`src/rtl/sclk_pkg.sv`:
```
package sclk_pkg;

  // control-to-datapath strobes
  typedef struct packed {
    logic load;   // capture divider/polarity, start half-period timing
    logic run;    // transfer in progress
  } ctlStb_t;

endpackage

```
`src/rtl/sclk_datapath.sv`:
```
module sclk_datapath
  import sclk_pkg::*;
#(
  parameter int DIV_W = 8,
  parameter int REG_W = 16
) (
  input  logic             clk,
  input  logic             rst,
  input  ctlStb_t          ctl,
  input  logic             regWrEn,
  input  logic [REG_W-1:0] regWrData,
  input  logic             cpol,
  output logic [REG_W-1:0] regRdData,
  output logic             sclk,
  output logic             halfTick
);

  localparam int PAD_W = REG_W - DIV_W;

  logic [DIV_W-1:0] divReg;
  logic [DIV_W-1:0] divLat;
  logic [DIV_W-1:0] halfCnt;
  logic             sclkQ;

  // bus-visible divider; upper bits are not stored
  always_ff @(posedge clk) begin
    if (rst) begin
      divReg <= '0;
    end else if (regWrEn) begin
      divReg <= regWrData[DIV_W-1:0];
    end
  end

  assign regRdData = {{PAD_W{1'b0}}, divReg};

  // half-period timer: reaches zero once every divLat+1 cycles
  assign halfTick = ctl.run && (halfCnt == '0);

  always_ff @(posedge clk) begin
    if (rst) begin
      divLat  <= '0;
      halfCnt <= '0;
      sclkQ   <= cpol;
    end else if (ctl.load) begin
      divLat  <= divReg;
      halfCnt <= divReg;
      sclkQ   <= cpol;
    end else if (ctl.run) begin
      if (halfCnt == '0) begin
        halfCnt <= divLat;
        sclkQ   <= ~sclkQ;
      end else begin
        halfCnt <= halfCnt - 1'b1;
      end
    end else begin
      sclkQ <= cpol;
    end
  end

  assign sclk = sclkQ;

endmodule

```
`src/rtl/sclk_ctrl.sv`:
```
module sclk_ctrl
  import sclk_pkg::*;
#(
  parameter int LEN_W = 6
) (
  input  logic             clk,
  input  logic             rst,
  input  logic             enable,
  input  logic             cpha,
  input  logic [LEN_W-1:0] bitCount,
  input  logic             halfTick,
  output ctlStb_t          ctl,
  output logic             sampleStb,
  output logic             shiftStb,
  output logic             busy,
  output logic             done
);

  localparam int EDGE_W = LEN_W + 1;

  logic              enPrev;
  logic              busyQ;
  logic              doneQ;
  logic              sampQ;
  logic              shiftQ;
  logic              phaLat;
  logic [LEN_W-1:0]  lenLat;
  logic [EDGE_W-1:0] edgeIdx;
  logic [EDGE_W-1:0] edgeNum;
  logic [EDGE_W-1:0] edgeLast;
  logic              startReq;
  logic              isOdd;
  logic              isLast;

  assign startReq = enable && !enPrev && !busyQ;
  assign edgeNum  = edgeIdx + 1'b1;
  assign edgeLast = {lenLat, 1'b0};
  assign isOdd    = edgeNum[0];
  assign isLast   = (edgeNum == edgeLast);

  always_comb begin
    ctl.load = startReq && (bitCount != '0);
    ctl.run  = busyQ;
  end

  always_ff @(posedge clk) begin
    if (rst) begin
      enPrev  <= 1'b0;
      busyQ   <= 1'b0;
      doneQ   <= 1'b0;
      sampQ   <= 1'b0;
      shiftQ  <= 1'b0;
      phaLat  <= 1'b0;
      lenLat  <= '0;
      edgeIdx <= '0;
    end else begin
      enPrev <= enable;
      doneQ  <= 1'b0;
      sampQ  <= 1'b0;
      shiftQ <= 1'b0;
      if (startReq) begin
        if (bitCount == '0) begin
          doneQ <= 1'b1;
        end else begin
          busyQ   <= 1'b1;
          phaLat  <= cpha;
          lenLat  <= bitCount;
          edgeIdx <= '0;
          shiftQ  <= !cpha;   // phase 0 presents the first bit before any edge
        end
      end else if (busyQ && halfTick) begin
        edgeIdx <= edgeNum;
        if (phaLat) begin
          shiftQ <= isOdd;
          sampQ  <= !isOdd;
        end else begin
          sampQ  <= isOdd;
          shiftQ <= !isOdd && !isLast;
        end
        if (isLast) begin
          busyQ <= 1'b0;
          doneQ <= 1'b1;
        end
      end
    end
  end

  assign sampleStb = sampQ;
  assign shiftStb  = shiftQ;
  assign busy      = busyQ;
  assign done      = doneQ;

endmodule

```
`src/rtl/sclk_rate_mon.sv`:
```
module sclk_rate_mon #(
  parameter int SYNC_STAGES = 2,
  parameter int MIN_HALF    = 4
) (
  input  logic clk,
  input  logic rst,
  input  logic slaveMode,
  input  logic extSclk,
  output logic rateFault
);

  localparam int GAP_W = $clog2(MIN_HALF) + 1;
  localparam logic [GAP_W-1:0] GAP_MAX = {GAP_W{1'b1}};
  localparam logic [GAP_W-1:0] GAP_MIN = GAP_W'(MIN_HALF);

  logic [SYNC_STAGES-1:0] syncQ;
  logic                   prevQ;
  logic                   seenQ;
  logic                   faultQ;
  logic [GAP_W-1:0]       sinceEdge;
  logic                   edgeSeen;

  always_ff @(posedge clk) begin
    if (rst) begin
      syncQ <= '0;
    end else begin
      syncQ <= {syncQ[SYNC_STAGES-2:0], extSclk};
    end
  end

  assign edgeSeen = syncQ[SYNC_STAGES-1] ^ prevQ;

  always_ff @(posedge clk) begin
    if (rst) begin
      prevQ     <= 1'b0;
      seenQ     <= 1'b0;
      faultQ    <= 1'b0;
      sinceEdge <= '0;
    end else begin
      prevQ  <= syncQ[SYNC_STAGES-1];
      faultQ <= 1'b0;
      if (edgeSeen) begin
        sinceEdge <= GAP_W'(1);
        faultQ    <= slaveMode && seenQ && (sinceEdge < GAP_MIN);
      end else if (sinceEdge != GAP_MAX) begin
        sinceEdge <= sinceEdge + 1'b1;
      end
      if (!slaveMode) begin
        seenQ <= 1'b0;
      end else if (edgeSeen) begin
        seenQ <= 1'b1;
      end
    end
  end

  assign rateFault = faultQ;

endmodule

```
`src/rtl/spi_sclk_gen.sv`:
```
module spi_sclk_gen
  import sclk_pkg::*;
#(
  parameter int DIV_W       = 8,
  parameter int REG_W       = 16,
  parameter int LEN_W       = 6,
  parameter int SYNC_STAGES = 2,
  parameter int MIN_HALF    = 4
) (
  input  logic             clk,
  input  logic             rst,
  input  logic             regWrEn,
  input  logic [REG_W-1:0] regWrData,
  output logic [REG_W-1:0] regRdData,
  input  logic             cpol,
  input  logic             cpha,
  input  logic             enable,
  input  logic [LEN_W-1:0] bitCount,
  output logic             sclk,
  output logic             sampleStb,
  output logic             shiftStb,
  output logic             busy,
  output logic             done,
  input  logic             slaveMode,
  input  logic             extSclk,
  output logic             rateFault
);

  ctlStb_t ctl;
  logic    halfTick;

  sclk_ctrl #(.LEN_W(LEN_W)) u_ctrl (
    .clk       (clk),
    .rst       (rst),
    .enable    (enable),
    .cpha      (cpha),
    .bitCount  (bitCount),
    .halfTick  (halfTick),
    .ctl       (ctl),
    .sampleStb (sampleStb),
    .shiftStb  (shiftStb),
    .busy      (busy),
    .done      (done)
  );

  sclk_datapath #(.DIV_W(DIV_W), .REG_W(REG_W)) u_dp (
    .clk       (clk),
    .rst       (rst),
    .ctl       (ctl),
    .regWrEn   (regWrEn),
    .regWrData (regWrData),
    .cpol      (cpol),
    .regRdData (regRdData),
    .sclk      (sclk),
    .halfTick  (halfTick)
  );

  sclk_rate_mon #(.SYNC_STAGES(SYNC_STAGES), .MIN_HALF(MIN_HALF)) u_rate (
    .clk       (clk),
    .rst       (rst),
    .slaveMode (slaveMode),
    .extSclk   (extSclk),
    .rateFault (rateFault)
  );

endmodule

```
`config.mk`:
```
export PLATFORM = sky130hd
export DESIGN_NAME = spi_sclk_gen
export DESIGN_NICKNAME = d
export VERILOG_FILES = /design/src/rtl/sclk_pkg.sv /design/src/rtl/sclk_datapath.sv /design/src/rtl/sclk_ctrl.sv /design/src/rtl/sclk_rate_mon.sv /design/src/rtl/spi_sclk_gen.sv
export SDC_FILE = /design/constraint.sdc
export NUM_CORES = 1
export LEC_CHECK = 0
export ABC_AREA = 0
export BUFFER_PORTS_ARGS = -buffer_cell sky130_fd_sc_hd__buf_2
export CORE_ASPECT_RATIO = 0.9
export CORE_MARGIN = 4
export CORE_UTILIZATION = 45
export CTS_BUF_LIST = sky130_fd_sc_hd__clkbuf_8
export CTS_CLUSTER_DIAMETER = 120
export DETAILED_ROUTE_END_ITERATION = 10
export GPL_TIMING_DRIVEN = 0
export PLACE_DENSITY = 0.7
export SLEW_MARGIN = 20
export SYNTH_ARGS = -nofsm -noshare
export SYNTH_HDL_FRONTEND = slang
export SYNTH_HIERARCHICAL = 1
export SYNTH_SLANG_ARGS = --single-unit
```
`constraint.sdc`:
```
create_clock -name clk -period 2.5 [get_ports clk]
set_input_delay 0.5 -clock clk [delete_from_list [all_inputs] [get_ports clk]]
set_output_delay 0.5 -clock clk [all_outputs]
set_load 0.01 [all_outputs]
```
; Yosys cells after proc, flatten, opt, wreduce, memory -nomap -nowiden
; Index checks and enable logic that the tools add are counted.
; Widths: inputs -> output; s select.
[totals]
register_bits = 52
inputBits = 30
out_inout_bits = 22
word_cells = 84
[op_classes]
addsub = 3
order_cmp = 1
n_eq_ne = 4
n_mux = 25
n_bitwise = 6
reduce_logical = 27
[ops]
columns = cell, count
row1 = $mux 8, 3
row2 = $mux 7, 3
row3 = $mux 1, 19
row4 = $logic_and 1x1->1, 8
row5 = $logic_not 8->1, 1
row6 = $reduce_bool 2->1, 4
row7 = $sub 8x1->8 const B, 1
row8 = $add 7x1->7 const B, 1
row9 = $eq 7x7->1, 1
row10 = $logic_not 6->1, 1
row11 = $reduce_bool 6->1, 1
row12 = $reduce_or 2->1, 3
row13 = $logic_not 1->1, 5
row14 = $not 1->1, 5
row15 = $ne 4x3->1 const B, 1
row16 = $reduce_and 2->1, 2
row17 = $add 3x1->3 const B, 1
row18 = $lt 3x3->1 const B, 1
row19 = $ne 3x3->1 const B, 1
row20 = $reduce_and 3->1, 1
row21 = $reduce_or 3->1, 1
row22 = $ne 2x2->1 const B, 1
row23 = $xor 1x1->1, 1

; Logic depth before layout (Yosys ltp)
; Gate-level depths: netlist of run 1.
[depth]
word_depth = 7
depth_mapped = 9
depth_no_buf = 9

; Hierarchy
; Netlist of run 1, hierarchy kept.
[by_module_without_submodules]
columns = module, instances, cells_per_inst, area_each_um2, seq_area_each_um2
row1 = sclk_datapath, 1, 136, 1262.5, 510.5
row2 = sclk_ctrl, 1, 123, 996.0, 380.4
row3 = sclk_rate_mon, 1, 25, 292.8, 160.2

; Worst setup path after synthesis of run 1
; Ideal clock, no wire load.
[synth_path]
kind = input port to flip-flop
from = input bitCount[2]
to = register u_dp.halfCnt[5]
setup_ns = 0.070
arrival_ns = 2.331
required_ns = 2.430
path_slack_ns = 0.099
stages = 8
path_buffers = 1
cell_sequence = or4_4 > o31ai_4 > inv_1 > nand2b_2 > or2_1 > clkbuf_1 > o32ai_1 > o21bai_1
[synth_rtl]
columns = element, line
row1 = from (decl), spi_sclk_gen.sv:18  ; input logic [LEN_W-1:0] bitCount,
row2 = to (signal assigned), sclk_datapath.sv:46  ; halfCnt <= divReg;
row3 = to (signal assigned), sclk_datapath.sv:50  ; halfCnt <= divLat;
row4 = to (signal assigned), sclk_datapath.sv:53  ; halfCnt <= halfCnt - 1'b1;
row5 = to (decl), sclk_datapath.sv:22  ; logic [DIV_W-1:0] halfCnt;

==> results of run 1 <==
[path summary, 6_finish.rpt]
kind / to / startpoint / cells past startpoint / slack [ns]
max: u_dp/halfCnt[5] / bitCount[2] / 9 / 0.1
min reg2reg: u_rate/syncQ[1] / u_rate/syncQ[0] / 1 / 0.46
min: u_rate/syncQ[0] / extSclk / 2 / 0.41
max reg2reg: u_ctrl/shiftStb / u_dp/halfCnt[2] / 8 / 0.19
[flip-flops by register name, indices dropped and copies added, names as in the netlist]
signal,count
u_ctrl/lenLat,6
u_rate/seenQ,1
u_dp/sclk,1
u_ctrl/edgeIdx,7
u_rate/sinceEdge,3
u_ctrl/sampleStb,1
u_dp/divReg,8
u_ctrl/busy,1
u_rate/prevQ,1
u_rate/syncQ,2
u_dp/divLat,8
u_ctrl/shiftStb,1
u_ctrl/done,1
u_dp/halfCnt,8
u_rate/rateFault,1
u_ctrl/enPrev,1
u_ctrl/phaLat,1
[per-stage QoR]
stage	setup TNS (ns)	power [mW]	cell area (um^2)	util, %
global route	0	1.94	2930	54.5
finish	0	1.82	2930	54.5
CTS	0	1.84	2920	54.3
global placement	-1.43	1.34	2830	52.6
floorplan	0	1.25	2580	-
detailed placement	-1.93	1.34	2830	52.6
[power by group]
part,internal (mW),switching [mW]
sequential,0.876,0.0477
clock,0.201,0.286
combinational,0.187,0.221
[what timing repair did]
item	CTS	global route
setup buffers	0	0
endpoints found under the setup margin	0	22
resized for setup	0	6
[Yosys cell counts (3+ instances only)]
| master | number | area [um^2] |
|---|---|---|
| sky130_fd_sc_hd__inv_1 | 10 | 37.5 |
| sky130_fd_sc_hd__nor3b_1 | 3 | 22.5 |
| sky130_fd_sc_hd__dfxtp_1 | 51 | 1020 |
| sky130_fd_sc_hd__a21oi_1 | 18 | 90.1 |
| sky130_fd_sc_hd__buf_2 | 3 | 15.0 |
| sky130_fd_sc_hd__buf_4 | 9 | 67.6 |
| sky130_fd_sc_hd__nand3_1 | 9 | 45.0 |
| sky130_fd_sc_hd__o22ai_1 | 7 | 43.8 |
| sky130_fd_sc_hd__xnor2_1 | 7 | 61.3 |
| sky130_fd_sc_hd__clkbuf_1 | 8 | 30.0 |
| sky130_fd_sc_hd__o21ai_0 | 6 | 30.0 |
| sky130_fd_sc_hd__a22oi_1 | 9 | 67.6 |
| sky130_fd_sc_hd__nor2b_1 | 4 | 25.0 |
| sky130_fd_sc_hd__xor2_1 | 7 | 61.3 |
| sky130_fd_sc_hd__ha_1 | 5 | 62.6 |
| sky130_fd_sc_hd__nor2_1 | 39 | 146 |
| sky130_fd_sc_hd__mux2i_1 | 18 | 180 |
| sky130_fd_sc_hd__nand2_1 | 17 | 63.8 |
| sky130_fd_sc_hd__nor3_1 | 10 | 50.1 |
[worst max-delay path: stages]
cell and delay (ns):
sky130_fd_sc_hd__buf_2 0.11, sky130_fd_sc_hd__or4_4 0.55, sky130_fd_sc_hd__o31ai_4 0.30, sky130_fd_sc_hd__inv_1 0.14, sky130_fd_sc_hd__nand2b_2 0.23, sky130_fd_sc_hd__or2_1 0.21
sky130_fd_sc_hd__clkbuf_1 0.19, sky130_fd_sc_hd__o32ai_1 0.28, sky130_fd_sc_hd__o21bai_1 0.13
[routing by layer]
metal	up-vias	global-route usage [%]	wire length, um	part of all wire, %
met5	-	0	0	0
met4	0	4.75	42	0.79
met3	4	3.92	293	5.5
met2	47	24.7	2340	44
met1	958	23.9	2660	50
li1	1069	-	-	-
[final cells by class]
class                      count  area (um^2)  area share (%)
buffer                        24          146            4.99
clock buffer                   5         68.8            2.35
clock inverter                 3         22.5           0.768
inverter                      10         37.5            1.28
multi-input combinational    205         1350            46.1
sequential                    52         1050            35.8
tap                           67         83.8            2.86
timing repair buffer          34          170            5.80
[cell families (layout without fill, tap and decap cells)]
family | after synthesis | after routing | synth area share, %
AO/OA/AOI/OAI | 53 | 53 | 14.1
XOR/XNOR | 14 | 14 | 4.81
adder cells (fa/ha/maj) | 6 | 6 | 2.84
buffers and inverters | 34 | 76 | 7.11
flip-flops | 52 | 52 | 41.2
multiplexers | 20 | 20 | 8.09
other | 1 | 8 | 0.147
AND/OR/NAND/NOR | 104 | 104 | 21.7
==> results, run 1 <==
- The run finished with clean final reports.
- During placement, the flow inserted port buffers numbering 34.
- The number of non-filler instances in the completed layout is 400.
- The cell leakage power is 1.22 nW.
- The final-report hold violation count is 0.
- The largest net degree at the start of global routing is 18.
- The required arrival time at the worst endpoint is roughly 2.7 ns.
- The most frequent standard cell in the layout excluding fill and tap cells is sky130_fd_sc_hd__dfxtp_1.
- The shortest clock period the worst path allows after layout is ~2.4 ns.
- Across all hold checks on the routed design, the worst slack comes to between 0.4 and 0.5 ns.
- Buffers inserted to repair hold after CTS numbered 0.
- Clock tree synthesis found a total of 52 sinks.
- The starting density of the core is between 40% and 50%.
- Clock-pin slew was measured on the worst setup and hold paths at 0.09 ns.
- The count of nets after finishing is 367.
- The final route contains between 2000 and 2500 vias.
- The first-iteration detailed-routing DRC count is 152.
- Using the TritonRoute via totals, the vias-per-cell ratio works out to 5.20.
- The critical path is of the in2reg type.
- The pin slew with the least headroom to its limit is 0.562 ns.
- Fill cells in the final layout number 522.
- For this run, asynchronously set or reset flops after synthesis account for 0%.
- STA classifies the critical path endpoint as a flip-flop.
- The first detailed-routing pass ran for 4 iterations.
- The type of the most critical hold path is in2reg.
- The height of the die is just under 80 um.
- The maximum fanout along the worst path is 6.
- The synthesized netlist occupies a cell area of 2550 um^2.
- The worst-case IR drop observed on VDD is between 0.3 and 0.4 mV.
- The worst-case setup slack after placement is -0.257 ns.
- The total track usage is approximately 17%.
- For this run, the leading register cell type out of synthesis is sky130_fd_sc_hd__dfxtp_1.
- The total DRC errors in the routed layout is 0.
- The worst path meets setup with just under 0.1 ns of slack.
- The total CTS buffers is 5.
- The post-route antenna net violation count is 0.
- The placer's final routability congestion estimate is ~0.86.
- The number of max-slew violations in the final report came to 0.
- The period utilization is 96.0%.
- The number of antenna violations at the first check in global routing came to 0.
- The floorplan step defined a die boundary enclosing just under 7000 um^2.
- After global routing the overflow that remains totals 0.
- Timing would allow up to around 420 MHz.
- After synthesis, flip-flops and latches occupy between 40% and 50% of the total area.
- The count of synthesis-stage warnings from yosys is 6.
- The region available for standard cell placement spans 5380 um^2.
- The number of rows in the core area is 25.
- The clock insertion delay at the later pin of the skew report is between 0.3 and 0.4 ns.
- Headroom to the max-slew limit came out at 62.6%.
- The clock root buffer is sky130_fd_sc_hd__clkbuf_8.
- Of the cells placed in the final design, the portion with a size suffix greater than 1 is between 20% and 30%.
- The antenna diode count is 0.
- The horizontal die dimension is a little under 90 um.
- The count of H-tree levels built during CTS is 2.
- The post-route clock skew is approximately 0.011 ns.
- From synthesis to final layout, the design area changed by 15.0%.
- In this run, placement finished with an instance count of roughly 390.
- The final routed wire length divided by cell count is about 13 um.
- The number of synthesized flops with an enable pin is 1.
- The count of maximum capacitance violations is 0.
- The cell count after synthesis is between 200 and 300.
- For this design the ratio of total power to cell area is 620 nW/um^2.
- The number of synthesized register bits is 52.
- The data arrival time of the worst path is around 2.6 ns.
- Setup violations remaining at the end of the flow were counted as 0.
- The number of global-route vias before repair is 1974.
- The mean instance size in the synthesized netlist is approximately 9 um^2.
- The placed wire-length estimate is between 3 and 4 mm.
- The routed design has about 5.3 mm of wire.
- The clock tree buffer depth is 2.
- The boundary pin count is 52.
- In the layout the commonest cells are sky130_fd_sc_hd__dfxtp_1 (51), sky130_fd_sc_hd__nor2_1 (38), sky130_fd_sc_hd__buf_2 (37).
- The first global-routing pass estimated around 9.2 mm of wire.
- STA classifies the critical path startpoint as a primary input.
- The CTS tree is yes.
- After synthesis, the netlist uses 55 different library cells.
- Setup repair after global routing left no endpoint under its margin.
Note: power is estimated with default switching activity, not from simulation.
==> inputs of run 2 (changes only) <==
RECOVER_POWER = 100   (was not set)
==> run 2 against run 1 <==
Critical path depth unchanged. Clock power about the same. Flip-flop and latch count stayed put. Clock skew down 0.0016 ns. Via count up 0.14%. Global-route usage is the same. First-iteration DRC count shrank 11%. Combinational power shrank 2%. Worst setup slack better by 0.043 ns. Fmax up 1.8%. Critical path type unchanged.
==> results, run 2 (same netlist as run 1, synthesis figures left out) <==
- Leaving out fill and tap cells, the most frequent cells in the layout are sky130_fd_sc_hd__dfxtp_1 (51), sky130_fd_sc_hd__nor2_1 (38), sky130_fd_sc_hd__clkbuf_1 (24).
- The area growth from synthesis to layout is 13.5%.
- The startpoint identified for the worst hold timing path is extSclk.
- Dividing the detail-routed wire length by the instance count gives between 10 and 15 um.
- CTS built an H-tree with a depth of 2.
- The height of the die is between 70 and 80 um.
- The shortest clock period the worst path allows after layout is between 2 and 2.5 ns.
- The count of port buffers added during placement is 34.
- After layout, the worst path uses ~94% of the clock period.
- The number of antenna violations at the first check in global routing is 0.
- The post-route total power is 1.81 mW.
- Global routing used approximately 17% of the available tracks across all layers.
- The setup slack on the worst flop-to-flop path is between 0.15 and 0.2 ns.
- The data arrival time of the worst path is around 2.6 ns.
- Timing analysis after detailed placement gives a worst setup slack of -0.257 ns.
- The post-route antenna net violation count is 0.
- TritonCTS built the clock tree.
- After detailed placement, the total cell area comes to ~2800 um^2.
- Hold timing on the final database bottoms out at a slack of 0.412 ns.
- Timing would allow up to 424 MHz.
- The first-pass GRT wire length is 9.20 mm.
- The worst reg2reg path endpoint is u_ctrl/shiftStb.
- The initialized floorplan defines 25 standard-cell rows.
- Clock skew on the completed layout was measured at 0.00929 ns.
- Post-CTS timing repair inserted 0 buffers for setup.
- Headroom to the max-slew limit came out at between 60% and 70%.
- The final cell area excluding filler cells is just under 3000 um^2.
- The signal on the critical path passes through clkbuf_1, or4_4, o31ai_4, inv_1, clkbuf_2, nor2_1, a22oi_1, o32ai_1, o21bai_1.
- The clock insertion delay at the later pin of the skew report is about 0.31 ns.
- The number of antenna diodes in the final layout is 0.
- The kind of cell with the highest combined delay along the critical path is simple AND/OR/NAND/NOR gates.
- The clock input transition at the sequential cells of the worst setup and hold paths is 0.09 ns.
- For this block, the routed nets add up to between 5 and 6 mm of wire.
- The via total after detailed routing is 2081.
- Across the run, the number of max-cap violations was 0.
- The largest registers in the layout are u_dp/divLat x8, u_dp/divReg x8, u_dp/halfCnt x8.
- The type of the most critical hold path is in2reg.
- Setup repair after global routing left no endpoint under its margin.
- In this run the horizontal extent of the chip is 87.4 um.
- The total CTS buffers is 5.
- The largest individual stage delay along the critical path comes from the cell sky130_fd_sc_hd__or4_4.
- The congestion estimate from routability-driven global placement came to 0.857.
- The required arrival time at the worst endpoint is 2.74 ns.
- The largest net degree at the start of global routing is 18.
- The number of instances on the worst hold path is 2.
- In the final layout, the share of cells above drive strength 1 is between 15 and 20%.
- The total core area is ~5400 um^2.
- The largest incremental delay on the critical path is between 0.5 and 0.6 ns.
- The clock tree buffer depth is 2.
- The path with the worst hold slack has its endpoint at u_rate/syncQ[0].
- The total DRC errors in the routed layout is 0.
- The minimum setup slack in the final design is 0.142 ns.
- The peak ir drop on the vdd network is about 0.35 mV.
- The worst setup path is of the in2reg kind.
- After clock tree synthesis, the repair step resized 0 gates.
- In this run the worst path has a maximum fanout of 10.
- The total number of clock tree sinks is 52.
- In the routed layout, each cell is associated on average with a via count of between 5 and 6.
- The first detailed-routing pass ran for 5 iterations.
- STA classifies the critical path endpoint as a flip-flop.
- The number of global-route vias before repair is about 2000.
- The starting density of the core is approximately 47%.
- The number of max-slew violations in the final report is 0.
- The die footprint is ~6900 um^2.
- The final-report hold violation count is 0.
- The pin slew with the least headroom to its limit is between 0.5 and 0.6 ns.
- The HPWL after detailed placement is 3.93 mm.
- The sum of buffers and inverters on the critical path is 3.
- STA classifies the critical path startpoint as a primary input.
- The first routing iteration left about 140 violations.
- The count of nets after finishing is 367.
- The total grt overflow is 0.
- The final-report setup violation count is 0.
- The flow ran to the end, and the final reports show no timing, DRC or antenna violations.
- The root buffer cell chosen for the clock tree is sky130_fd_sc_hd__clkbuf_8.
- The count of hold buffers inserted by post-cts repair is 0.
- In this run the static leakage power is ~1.2 nW.
- The boundary pin count is between 50 and 60.
- At the end of the flow the core is filled with cells to a little over half.
- The worst register-to-register path has a depth of 8.
- In this run the critical register-to-register path is launched from u_dp/halfCnt[2].
- Dividing total power by cell area gives a power density of 626 nW/um^2.
- The most frequent standard cell in the layout excluding fill and tap cells is sky130_fd_sc_hd__dfxtp_1.
## run 2: changes by cell type in the layout (fill, tap and decap cells not counted)
cell | before | now
sky130_fd_sc_hd__buf_1 | 1 | 0
sky130_fd_sc_hd__buf_2 | 37 | 20
sky130_fd_sc_hd__buf_6 | 2 | 1
sky130_fd_sc_hd__clkbuf_1 | 6 | 24
sky130_fd_sc_hd__clkbuf_2 | 3 | 4
sky130_fd_sc_hd__mux2_1 | 0 | 1
sky130_fd_sc_hd__mux2_4 | 1 | 0
sky130_fd_sc_hd__nor4_1 | 1 | 2
sky130_fd_sc_hd__nor4_2 | 2 | 1
## run 2: metrics by stage
| step | TNS [ns] | std cells |
|---|---|---|
| floorplan | 0 | 291 |
| global placement | -1.43 | 392 |
| detailed placement | -1.93 | 392 |
| CTS | 0 | 400 |
| global route | 0 | 400 |
| finish | 0 | 400 |
## run 2: where the power goes
part	total, mW	internal, mW	switching (mW)
registers	0.924	0.876	0.0480
logic	0.401	0.180	0.221
clock network	0.487	0.201	0.286
total	1.81	1.26	0.555
## run 2: worst max path at each step
stage,cells after the start,startpoint,endpoint
final,9,bitCount[2],u_dp/halfCnt[5]
after CTS,8,u_ctrl/busy,u_dp/halfCnt[5]
after floorplan,8,bitCount[2],u_dp/halfCnt[5]
after detailed placement,9,bitCount[2],u_dp/halfCnt[5]
after global routing,8,u_dp/halfCnt[2],u_ctrl/shiftStb
after global placement,9,bitCount[2],u_dp/halfCnt[5]
## run 2: worst reg2reg max path, stage by stage (launching register included)
cell	delay [ns]
sky130_fd_sc_hd__dfxtp_1	0.39
sky130_fd_sc_hd__nor4_4	0.40
sky130_fd_sc_hd__nand3_2	0.27
sky130_fd_sc_hd__nor2_2	0.25
sky130_fd_sc_hd__nand2_1	0.20
sky130_fd_sc_hd__clkbuf_2	0.25
sky130_fd_sc_hd__nor2_1	0.18
sky130_fd_sc_hd__nand3_1	0.10
sky130_fd_sc_hd__o22ai_1	0.18
## run 2: final cells by class
cell class	count	area (um^2)
Clock inverter	3	22.5
Multi-Input combinational cell	205	1340
Clock buffer	5	68.8
Timing Repair Buffer	34	150
Buffer	24	139
Inverter	10	37.5
Sequential cell	52	1050
Tap cell	67	83.8
Fill cell	534	2480
## run 2: routing by layer
metal	GRT usage, %	wire length [um]	up-vias
li1	-	-	1073
met1	23.9	2610	952
met2	24.7	2350	52
met3	3.92	322	4
met4	4.75	42	0
met5	0	0	-
